<file path="src/rtl/stk_pkg.sv">
package stk_pkg;

  localparam int OPW       = 4;
  localparam int SWI_BYTES = 9;

  typedef enum logic [OPW-1:0] {
    OP_NOP    = 4'd0,
    OP_PUSH_B = 4'd1,
    OP_PULL_B = 4'd2,
    OP_PUSH_W = 4'd3,
    OP_PULL_W = 4'd4,
    OP_CALL   = 4'd5,
    OP_BCALL  = 4'd6,
    OP_RET    = 4'd7,
    OP_SWI    = 4'd8,
    OP_SP2IDX = 4'd9,
    OP_IDX2SP = 4'd10,
    OP_LDSP   = 4'd11,
    OP_JUMP   = 4'd12
  } stk_op_e;

  typedef enum logic [2:0] {
    ST_IDLE,
    ST_WR,
    ST_RD,
    ST_VEC,
    ST_CAP
  } stk_state_e;

endpackage

</file>
<file path="src/rtl/stk_wr_queue.sv">
// Shift-out byte queue: loaded in one cycle, drained one byte per pop.
module stk_wr_queue #(
  parameter int DW    = 8,
  parameter int DEPTH = 9,
  localparam int CW   = $clog2(DEPTH + 1)
) (
  input  logic                      clk,
  input  logic                      rst,
  input  logic                      load,
  input  logic [CW-1:0]             load_cnt,
  input  logic [DEPTH-1:0][DW-1:0]  load_bytes,
  input  logic                      pop,
  output logic [DW-1:0]             head,
  output logic                      last
);

  logic [DW-1:0] slot_q [DEPTH];
  logic [DW-1:0] shift_nxt [DEPTH];
  logic [CW-1:0] cnt_q;

  for (genvar g = 0; g < DEPTH; g++) begin : g_slot
    if (g == DEPTH - 1) begin : g_tail
      assign shift_nxt[g] = '0;
    end else begin : g_body
      assign shift_nxt[g] = slot_q[g+1];
    end
  end

  always_ff @(posedge clk) begin
    if (rst) begin
      for (int i = 0; i < DEPTH; i++) slot_q[i] <= '0;
      cnt_q <= '0;
    end else if (load) begin
      for (int i = 0; i < DEPTH; i++) slot_q[i] <= load_bytes[i];
      cnt_q <= load_cnt;
    end else if (pop) begin
      for (int i = 0; i < DEPTH; i++) slot_q[i] <= shift_nxt[i];
      cnt_q <= cnt_q - CW'(1);
    end
  end

  assign head = slot_q[0];
  assign last = (cnt_q == CW'(1));

  a_r12_pop_nonempty: assert property (@(posedge clk) disable iff (rst)
    pop |-> (cnt_q != '0));

  a_r12_load_when_empty: assert property (@(posedge clk) disable iff (rst)
    load |-> (cnt_q == '0) && !pop);

endmodule

</file>
<file path="src/rtl/stk_ptr.sv">
// Stack pointer register with load, pre/post step, modulo 2^AW.
module stk_ptr #(
  parameter int AW = 16
) (
  input  logic          clk,
  input  logic          rst,
  input  logic          load,
  input  logic [AW-1:0] load_val,
  input  logic          inc,
  input  logic          dec,
  output logic [AW-1:0] sp
);

  logic [AW-1:0] sp_q;

  always_ff @(posedge clk) begin
    if (rst)       sp_q <= '0;
    else if (load) sp_q <= load_val;
    else if (inc)  sp_q <= sp_q + AW'(1);
    else if (dec)  sp_q <= sp_q - AW'(1);
  end

  assign sp = sp_q;

  a_r12_single_update: assert property (@(posedge clk) disable iff (rst)
    $countones({load, inc, dec}) <= 1);

  a_r2_dec_step: assert property (@(posedge clk) disable iff (rst)
    dec |=> (sp_q == AW'($past(sp_q) - AW'(1))));

  a_r3_inc_step: assert property (@(posedge clk) disable iff (rst)
    inc |=> (sp_q == AW'($past(sp_q) + AW'(1))));

endmodule

</file>
<file path="src/rtl/stk_rd_collect.sv">
// Holds the previous read byte so a word can be formed with the current one.
module stk_rd_collect #(
  parameter int DW = 8
) (
  input  logic            clk,
  input  logic            rst,
  input  logic            vld,
  input  logic [DW-1:0]   rdata,
  output logic [2*DW-1:0] word
);

  logic [DW-1:0] prev_q;

  always_ff @(posedge clk) begin
    if (rst)      prev_q <= '0;
    else if (vld) prev_q <= rdata;
  end

  assign word = {prev_q, rdata};

endmodule

</file>
<file path="src/rtl/stk_call_seq.sv">
module stk_call_seq
  import stk_pkg::*;
#(
  parameter int              DW       = 8,
  parameter logic [2*DW-1:0] VEC_ADDR = 16'hFFF6,
  parameter int              MASK_BIT = 4
) (
  input  logic            clk,
  input  logic            rst,
  input  logic            start,
  input  logic [OPW-1:0]  op,
  input  logic [2*DW-1:0] imm,
  input  logic [DW-1:0]   disp,
  input  logic [DW-1:0]   push_byte,
  input  logic [2*DW-1:0] idx_x,
  input  logic [2*DW-1:0] idx_y,
  input  logic [DW-1:0]   acc_a,
  input  logic [DW-1:0]   acc_b,
  input  logic [DW-1:0]   ccr_in,
  input  logic [DW-1:0]   mem_rdata,
  output logic [2*DW-1:0] mem_addr,
  output logic            mem_we,
  output logic            mem_re,
  output logic [DW-1:0]   mem_wdata,
  output logic            busy,
  output logic            done,
  output logic [2*DW-1:0] sp,
  output logic [2*DW-1:0] pc,
  output logic [DW-1:0]   pull_byte,
  output logic [2*DW-1:0] pull_word,
  output logic [2*DW-1:0] xfer_word,
  output logic [DW-1:0]   ccr_out
);

  localparam int            AW       = 2 * DW;
  localparam int            QCW      = $clog2(SWI_BYTES + 1);
  localparam logic [DW-1:0] MASK_VEC = DW'(1) << MASK_BIT;

  stk_state_e    st_q;
  stk_op_e       op_q;
  stk_op_e       op_in;
  logic [1:0]    rd_left_q;
  logic          vec_idx_q;
  logic [AW-1:0] pc_q, pc_tgt_q;
  logic [DW-1:0] ccr_snap_q, ccr_q;
  logic [DW-1:0] pull_byte_q;
  logic [AW-1:0] pull_word_q, xfer_q;
  logic          done_q, rd_vld_q;

  logic          accept;
  logic [AW-1:0] ret_addr, disp_ext;
  logic [SWI_BYTES-1:0][DW-1:0] q_bytes;
  logic [QCW-1:0] q_cnt;
  logic          q_load, q_pop, q_last;
  logic [DW-1:0] q_head;

  logic          sp_load, sp_inc, sp_dec;
  logic [AW-1:0] sp_val, sp_w;
  logic [AW-1:0] rd_word;

  assign op_in    = stk_op_e'(op);
  assign accept   = start && (st_q == ST_IDLE);
  assign ret_addr = pc_q + AW'(2);
  assign disp_ext = {{DW{disp[DW-1]}}, disp};

  // Bytes to write, index 0 goes out first (at the current SP).
  always_comb begin
    q_bytes = '0;
    q_cnt   = '0;
    unique case (op_in)
      OP_PUSH_B: begin
        q_bytes[0] = push_byte;
        q_cnt      = QCW'(1);
      end
      OP_PUSH_W: begin
        q_bytes[0] = imm[DW-1:0];
        q_bytes[1] = imm[AW-1:DW];
        q_cnt      = QCW'(2);
      end
      OP_CALL: begin
        q_bytes[0] = pc_q[DW-1:0];
        q_bytes[1] = pc_q[AW-1:DW];
        q_cnt      = QCW'(2);
      end
      OP_BCALL: begin
        q_bytes[0] = ret_addr[DW-1:0];
        q_bytes[1] = ret_addr[AW-1:DW];
        q_cnt      = QCW'(2);
      end
      OP_SWI: begin
        q_bytes[0] = pc_q[DW-1:0];
        q_bytes[1] = pc_q[AW-1:DW];
        q_bytes[2] = idx_y[DW-1:0];
        q_bytes[3] = idx_y[AW-1:DW];
        q_bytes[4] = idx_x[DW-1:0];
        q_bytes[5] = idx_x[AW-1:DW];
        q_bytes[6] = acc_a;
        q_bytes[7] = acc_b;
        q_bytes[8] = ccr_in;
        q_cnt      = QCW'(SWI_BYTES);
      end
      default: ;
    endcase
  end

  assign q_load = accept && (q_cnt != '0);
  assign q_pop  = (st_q == ST_WR);

  stk_wr_queue #(.DW(DW), .DEPTH(SWI_BYTES)) u_queue (
    .clk        (clk),
    .rst        (rst),
    .load       (q_load),
    .load_cnt   (q_cnt),
    .load_bytes (q_bytes),
    .pop        (q_pop),
    .head       (q_head),
    .last       (q_last)
  );

  // Stack pointer: post-decrement on write, pre-increment on read.
  assign sp_dec  = (st_q == ST_WR);
  assign sp_inc  = (st_q == ST_RD);
  assign sp_load = accept && ((op_in == OP_IDX2SP) || (op_in == OP_LDSP));
  assign sp_val  = (op_in == OP_IDX2SP) ? (idx_x - AW'(1)) : imm;

  stk_ptr #(.AW(AW)) u_sp (
    .clk      (clk),
    .rst      (rst),
    .load     (sp_load),
    .load_val (sp_val),
    .inc      (sp_inc),
    .dec      (sp_dec),
    .sp       (sp_w)
  );

  stk_rd_collect #(.DW(DW)) u_rd (
    .clk   (clk),
    .rst   (rst),
    .vld   (rd_vld_q),
    .rdata (mem_rdata),
    .word  (rd_word)
  );

  // Memory port decoded from the registered sequencer state.
  always_comb begin
    mem_we   = 1'b0;
    mem_re   = 1'b0;
    mem_addr = '0;
    unique case (st_q)
      ST_WR: begin
        mem_we   = 1'b1;
        mem_addr = sp_w;
      end
      ST_RD: begin
        mem_re   = 1'b1;
        mem_addr = sp_w + AW'(1);
      end
      ST_VEC: begin
        mem_re   = 1'b1;
        mem_addr = VEC_ADDR + AW'(vec_idx_q);
      end
      default: ;
    endcase
  end
  assign mem_wdata = q_head;

  always_ff @(posedge clk) begin
    if (rst) begin
      st_q        <= ST_IDLE;
      op_q        <= OP_NOP;
      rd_left_q   <= '0;
      vec_idx_q   <= 1'b0;
      pc_q        <= '0;
      pc_tgt_q    <= '0;
      ccr_snap_q  <= '0;
      ccr_q       <= '0;
      pull_byte_q <= '0;
      pull_word_q <= '0;
      xfer_q      <= '0;
      done_q      <= 1'b0;
      rd_vld_q    <= 1'b0;
    end else begin
      done_q   <= 1'b0;
      rd_vld_q <= mem_re;
      unique case (st_q)
        ST_IDLE: begin
          if (start) begin
            op_q <= op_in;
            unique case (op_in)
              OP_PUSH_B, OP_PUSH_W: st_q <= ST_WR;
              OP_CALL: begin
                st_q     <= ST_WR;
                pc_tgt_q <= imm;
              end
              OP_BCALL: begin
                st_q     <= ST_WR;
                pc_tgt_q <= ret_addr + disp_ext;
              end
              OP_SWI: begin
                st_q       <= ST_WR;
                ccr_snap_q <= ccr_in;
              end
              OP_PULL_B: begin
                st_q      <= ST_RD;
                rd_left_q <= 2'd1;
              end
              OP_PULL_W, OP_RET: begin
                st_q      <= ST_RD;
                rd_left_q <= 2'd2;
              end
              OP_SP2IDX: begin
                xfer_q <= sp_w + AW'(1);
                done_q <= 1'b1;
              end
              OP_JUMP: begin
                pc_q   <= imm;
                done_q <= 1'b1;
              end
              default: done_q <= 1'b1;
            endcase
          end
        end
        ST_WR: begin
          if (q_last) begin
            if (op_q == OP_SWI) begin
              st_q      <= ST_VEC;
              vec_idx_q <= 1'b0;
            end else begin
              st_q   <= ST_IDLE;
              done_q <= 1'b1;
              if ((op_q == OP_CALL) || (op_q == OP_BCALL)) pc_q <= pc_tgt_q;
            end
          end
        end
        ST_RD: begin
          rd_left_q <= rd_left_q - 2'd1;
          if (rd_left_q == 2'd1) st_q <= ST_CAP;
        end
        ST_VEC: begin
          vec_idx_q <= 1'b1;
          if (vec_idx_q) st_q <= ST_CAP;
        end
        ST_CAP: begin
          st_q   <= ST_IDLE;
          done_q <= 1'b1;
          unique case (op_q)
            OP_PULL_B: pull_byte_q <= mem_rdata;
            OP_PULL_W: pull_word_q <= rd_word;
            OP_RET:    pc_q        <= rd_word;
            OP_SWI: begin
              pc_q  <= rd_word;
              ccr_q <= ccr_snap_q | MASK_VEC;
            end
            default: ;
          endcase
        end
        default: st_q <= ST_IDLE;
      endcase
    end
  end

  assign busy      = (st_q != ST_IDLE);
  assign done      = done_q;
  assign sp        = sp_w;
  assign pc        = pc_q;
  assign pull_byte = pull_byte_q;
  assign pull_word = pull_word_q;
  assign xfer_word = xfer_q;
  assign ccr_out   = ccr_q;

  a_r12_done_not_busy: assert property (@(posedge clk) disable iff (rst)
    done |-> !busy);

  a_r12_no_double_access: assert property (@(posedge clk) disable iff (rst)
    !(mem_we && mem_re));

  a_r10_mask_set: assert property (@(posedge clk) disable iff (rst)
    ((st_q == ST_CAP) && (op_q == OP_SWI)) |=> ccr_out[MASK_BIT]);

  a_r7_call_target: assert property (@(posedge clk) disable iff (rst)
    ((st_q == ST_WR) && q_last && (op_q == OP_CALL)) |=> (pc == $past(imm, 1) || pc == $past(pc_tgt_q)));

  a_r6_sp_to_idx: assert property (@(posedge clk) disable iff (rst)
    (accept && (op_in == OP_SP2IDX)) |=> (xfer_word == AW'($past(sp_w) + AW'(1))));

  a_r1_busy_hold: assert property (@(posedge clk) disable iff (rst)
    (busy && start) |=> (busy || done));

endmodule

</file>
<file path="config.mk">
export PLATFORM = sky130hd
export DESIGN_NAME = stk_call_seq
export DESIGN_NICKNAME = d
export VERILOG_FILES = /design/src/rtl/stk_pkg.sv /design/src/rtl/stk_wr_queue.sv /design/src/rtl/stk_ptr.sv /design/src/rtl/stk_rd_collect.sv /design/src/rtl/stk_call_seq.sv
export SDC_FILE = /design/constraint.sdc
export NUM_CORES = 1
export LEC_CHECK = 0
export ABC_AREA = 1
export BUFFER_PORTS_ARGS = -buffer_cell sky130_fd_sc_hd__buf_2
export CORE_UTILIZATION = 54
export CTS_BUF_LIST = sky130_fd_sc_hd__clkbuf_8
export DETAILED_ROUTE_END_ITERATION = 10
export PLACE_DENSITY_LB_ADDON = 0.08
export SLEW_MARGIN = 25
export SYNTH_ARGS = -nofsm -noshare
export SYNTH_HDL_FRONTEND = slang
export SYNTH_SLANG_ARGS = --single-unit
</file>
<file path="constraint.sdc">
create_clock -name clk -period 6.9 [get_ports clk]
set_input_delay 2.07 -clock clk [delete_from_list [all_inputs] [get_ports clk]]
set_output_delay 2.07 -clock clk [all_outputs]
set_load 0.01 [all_outputs]
</file>
==> Yosys cells after proc, flatten, opt, wreduce, memory -nomap -nowiden <==
Memories as Yosys holds them, arrays and structs flattened.
Cells that the tools add are included.
{ "op_classes": {"add_sub_neg": 8, "eq_ne": 35, "mux": 65, "bitwise_logic": 18, "n_reduce_logical": 33} }
{ "ops": {"columns": ["operator", "count"], "rows": [
  ["16-bit 2-to-1 mux", 10],
  ["8-bit 2-to-1 mux", 18],
  ["16-bit one-hot mux with 3 select lines", 2],
  ["56-bit 2-to-1 mux", 1],
  ["4-bit by 3-bit == test with 1-bit output, second input constant", 8],
  ["16-bit one-hot mux with 2 select lines", 1],
  ["8-bit one-hot mux with 4 select lines", 1],
  ["16-bit by 1-bit subtractor with 16-bit output, second input constant", 2],
  ["4-bit == test, second input constant", 6],
  ["8-bit one-hot mux with 3 select lines", 1],
  ["1-bit bitwise OR", 18],
  ["16-bit by 1-bit adder with 16-bit output, second input constant", 1],
  ["16-bit adder", 1],
  ["16-bit by 2-bit adder with 16-bit output, second input constant", 1],
  ["1-bit 2-to-1 mux", 16],
  ["3-bit AND reduction", 5],
  ["4-bit by 2-bit == test with 1-bit output, second input constant", 3],
  ["3-bit 2-to-1 mux", 4],
  ["3-bit one-hot mux with 4 select lines", 1],
  ["4-bit one-hot mux with 3 select lines", 1],
  ["2-bit by 1-bit != test with 1-bit output, second input constant", 5],
  ["3-bit nonzero test", 3],
  ["4-bit by 1-bit == test with 1-bit output, second input constant", 2],
  ["4-bit 2-to-1 mux", 2],
  ["27 further kinds", 46]
]} }
{ "totals": {"reg_bits": 128, "ramBits": 72, "output_inout_bits": 108, "word_cells": 176, "memories": 1} }
{ "memory_table": {"columns": ["name", "depth", "width", "rd", "rd_clocked_by_memory_dff", "wr", "line_no", "text"], "rows": [
  ["u_queue.slot_q", 9, 8, 9, 0, 9, "stk_wr_queue.sv:17", "logic [DW-1:0] slot_q [DEPTH];"]
]} }

==> Longest topological paths before layout <==
{ "logic_depth": {"ltp_word": 10, "depth_mapped": 19, "ltp_nobuf": 19} }

==> Cells and area by module <==
Synthesis repeated with hierarchy kept, for this count alone.
{ "unflattened": {"hier_cells": 1789, "hier_area_um2": 12724.7} }
{ "modules_own_cells": {"columns": ["mod", "instances", "cells_each", "area_each_um2"], "rows": [
  ["stk_call_seq", 1, 1110, 7111.8],
  ["stk_wr_queue", 1, 352, 3530.9],
  ["stk_ptr", 1, 268, 1680.4],
  ["stk_rd_collect", 1, 59, 401.6]
]} }

==> Worst setup path after synthesis <==
OpenSTA, ideal clock, no wires.
{ "synth_path": {"kind": "in2reg", "start": "in op[0]", "end": "mem u_queue.slot_q[0][0], enable pin", "t_arrival_ns": 4.380, "slack_ns": 1.595, "cell_stages": 7, "path_buffers": 0, "cell_sequence": "inv_1 > nand2_1 > nor2_1 > nor2_1 > nand2_1 > o21ai_2 > nand3_1"} }
{ "synth_rtl": {"columns": ["element", "line_no", "text"], "rows": [
  ["from (decl)", "stk_call_seq.sv:11", "input logic [OPW-1:0] op,"],
  ["to (decl)", "stk_wr_queue.sv:17", null]
]} }

==> Final worst setup path <==
{ "layout_path": {"start": "reg st_q[1]", "end": "out mem_addr[10]"} }
{ "layout_via": {"elab_chain_cells": 2, "elab_cells_between_ends": 4, "cone_classes": "eq/ne (3); mux (1)"} }
{ "layout_rtl": {"columns": ["element", "line_no", "text"], "rows": [
  ["from (decl)", "stk_call_seq.sv:39", "stk_state_e st_q;"],
  ["from (signal assigned)", "stk_call_seq.sv:169", "st_q <= ST_IDLE;"],
  ["from (signal assigned)", "stk_call_seq.sv:190", "OP_PUSH_B, OP_PUSH_W: st_q <= ST_WR;"],
  ["from (signal assigned)", "stk_call_seq.sv:192", "st_q <= ST_WR;"],
  ["3-bit by 2-bit == test with 1-bit output or 3-bit by 1-bit == test with 1-bit output (tied branches)", "stk_call_seq.sv:149", "unique case (st_q)"],
  ["16-bit one-hot mux with 3 select lines *", "stk_call_seq.sv:149", null],
  ["to (decl)", "stk_call_seq.sv:21", "output logic [2*DW-1:0] mem_addr,"]
]} }
Mark *: on every way between the ends. The rest lies on a longest branch, timed or not.

==> out/results.ini <==
[route]
num_vias = 11300
drt_pass1_iterations = 5
post_drt_wl_per_cell_microns = 17.4
remaining_drc_errors = 0
drtIter0Drc = 979
finalWirelength_mm = 34.4
antenna_left = 0
vias_per_cell = 5.73

[pwr]
p_sw_mw = 1.69
clockPowerShare_pct = 20.2
p_per_area_nw_per_um2 = 310
switching_share_pct = 42.5
irDropWorstVdd_v = 0.000176
p_int_mw = 2.28
p_total_mw = 3.97
seqPwrFrac_pct = 42.7
p_comb_share_pct = 37.1
p_leak_nw = 5.91

[synthesis]
syn_inst = 1531
yosys_warnings = 0
synth.area.mux_share_pct = 0.0892
synth_compound_area_share_pct = 21.8
synthSimpleGateAreaFrac_pct = 22.1
synthAdderAreaFrac_pct = 2.96
synth_enable_flop_cells = 72
synth_cell_type_count = 48
syn_area_sq_um = 11200
yosysSeqAreaShare_pct = 41.9
synthXorXnorAreaFrac_pct = 2.18
synth_top_family_by_area = simple AND/OR/NAND/NOR gates
synth_flop_cell = dfxtp_1
synth-seq-cells = 199
syn_nets = 1660
syn_area_per_cell_sq_um = 7.33
async_reset_ff_share_pct = 0

[setup_path]
critPathRequiredTime_ns = 4.83
reg2reg_depth = 15
r2r_setup_slack_ns = 3.86
worst_setup_path_start_kind = register
crit_arrival_ns = 2.49
crit_path_end_kind = output port
worstReg2RegEnd = pc_tgt_q[13]
critPathKind = register to output port
reg2reg_from = pc[1]
cp_max_fo = 24

[timing]
tns_ns = 0
drv_slew = 0
hold_slack_ns = 0.449
grt_setup_unrepaired = no
postLayoutSetupSlackWorst_ns = 2.34
max_slew.worst_pin.slew_ns = 1.01
fin_crit_sh_pct = 66.1
finClkSkew_ns = 0.0166
clock.fmax_mhz = 219
hold_viol = 0
slew_headroom_pct = 32.5
setup_violations = 0
layout_min_cycle_time_ns = 4.56

[floorplan]
initial_core_util_pct = 55.3
dieArea_sq_um = 21400
rows = 52
dieWidth_microns = 146
die_y_microns = 146
coreArea_sq_um = 20300
pin_count = 211

[placed_design]
gp_congestion = 0.971
dp_hpwl_mm = 25.4
port_buffers = 210
dp_cells = 1945
dp_slack_ns = 2.00
placed_area_sq_um = 12400

[layout]
fin_nets = 1823
area_growth_pct = 14.1
post-route-util_pct = 63.1
finalNonFillerCells = 1977
stdcell_area_sq_um = 12800
drive_gt1_share_pct = 16.4
diodes = 0

[clocking]
cts.sinks = 199
clock_latency_ns = 0.49
htree_num_levels = 4
cts_resized = 0
cts.clk_slew.worst_paths_ns = 0.13
cts_buffer_depth = 2
numCtsBuffers = 17
cts_tree = done
hold_buffers = 0
post_cts.repair.setup_buffers = 0
cts.root.buffer_cell = clkbuf_8

[grt]
grt_pass1_wl_mm = 53.5
grt_usage_pct = 31.9
antenna_found_initial = 0
overflow = 0
grt_pass1_vias = 10200
grt_max_degree = 88

[run_status]
status = completed

[flow_run]
cap_violations = 0

[min_path]
whs_endpoint = pull_byte[6]
holdPathStages = 2
holdCritPathClass = register to register
min_from = pull_byte[6]

-- placed cells by master (no fill, tap or decap), types with 8 or more instances in the layout --
cell type and instances:
inv_1 174, nand3_1 75, nand4_1 8, o211ai_1 21
a32o_1 37, clkbuf_8 18, inv_2 8, xor2_1 26
ha_1 25, nand2_1 299, a221oi_1 13, dfxtp_1 127
nor3_1 12, buf_2 210, o21ai_0 154, a21oi_1 129
o21ai_1 10, nor2_1 197, edfxtp_1 72
-- cell families after synthesis --
family,count (synthesis)
AOI/OAI and AO/OA,408
muxes,1
and+or+nand+nor,611
adders and majority gates,26
xor gates and xnor gates,28
buffers and inverters,258
DFF,199
-- worst max-delay path: stages (launching register included) --
cell and delay, ns:
dfxtp_1 0.35, inv_1 0.07, nor2_2 0.16, inv_1 0.11, nor2_2 0.77, nand3_1 0.24
o211ai_1 0.15, buf_2 0.16
-- synthesized netlist by cell type, types with 10 or more instances --
master / count / share of area, %
nor2_1: 198 / 6.6
o211ai_1: 21 / 1.4
edfxtp_1: 72 / 19
dfxtp_1: 127 / 23
o21ai_0: 154 / 6.9
nand3_1: 76 / 3.4
buf_2: 25 / 1.1
ha_1: 25 / 2.8
nand2_1: 299 / 10
a32o_1: 37 / 3.3
inv_1: 175 / 5.9
nor3_1: 12 / 0.54
xor2_1: 26 / 2.0
a221oi_1: 13 / 1.0
a21oi_1: 129 / 5.8
clkbuf_1: 45 / 1.5
o21ai_1: 10 / 0.45
-- power groups by stage --
stage	logic [mW]	clock network, mW	registers (mW)
2_1_floorplan	1.02	0	1.67
3_3_place_gp	1.43	0	1.71
3_5_place_dp	1.45	0	1.72
4_1_cts	1.46	0.809	1.69
5_1_grt	1.64	0.848	1.72
6_report	1.47	0.804	1.70
-- registers in the layout, summed over array words and instances (netlist names) --
name and cells:
u_sp.sp 16, vec_idx_q 1, pc_tgt_q 16, ccr_out 8, u_queue.slot_q 72, done 1, op_q 4, pull_word 16
pull_byte 8, ccr_snap_q 7, u_rd.prev_q 8, xfer_word 16, pc 16, rd_vld_q 1, u_queue.cnt_q 4, st_q 3
rd_left_q 2
-- layout make-up --
cell class,instances,area [sq um]
flip-flops and latches,199,4700
fillers,1909,7490
clock inverters,14,185
inverters,185,696
multi-input cells,1074,5540
repair buffers,217,1100
well taps,270,338
clock buffers,18,248
-- worst max-delay path by stage --
stage                       start                    to  slack (ns)  cells after the start
after floorplan             op[0]  u_queue.slot_q[0][0]        1.59                      7
after global placement        rst  u_queue.slot_q[2][1]        1.97                      3
after detailed placement      rst  u_queue.slot_q[2][5]        2.00                      3
after CTS                 st_q[1]          mem_addr[10]        2.33                      7
after global routing      st_q[1]          mem_addr[10]        2.14                      7
final                     st_q[1]          mem_addr[10]        2.34                      7
-- routing by layer --
layer | vias up | part of all wire, % | GRT usage (%) | routed length [microns]
met4 | 0 | 3.2 | 11.7 | 1110
met2 | 520 | 47 | 53.7 | 16200
li1 | 5508 | - | - | -
met5 | - | 0 | 0 | 0
met3 | 67 | 8.5 | 5.56 | 2940
met1 | 5227 | 41 | 41.1 | 14200
No activity file was read; power rests on OpenSTA's default activity.
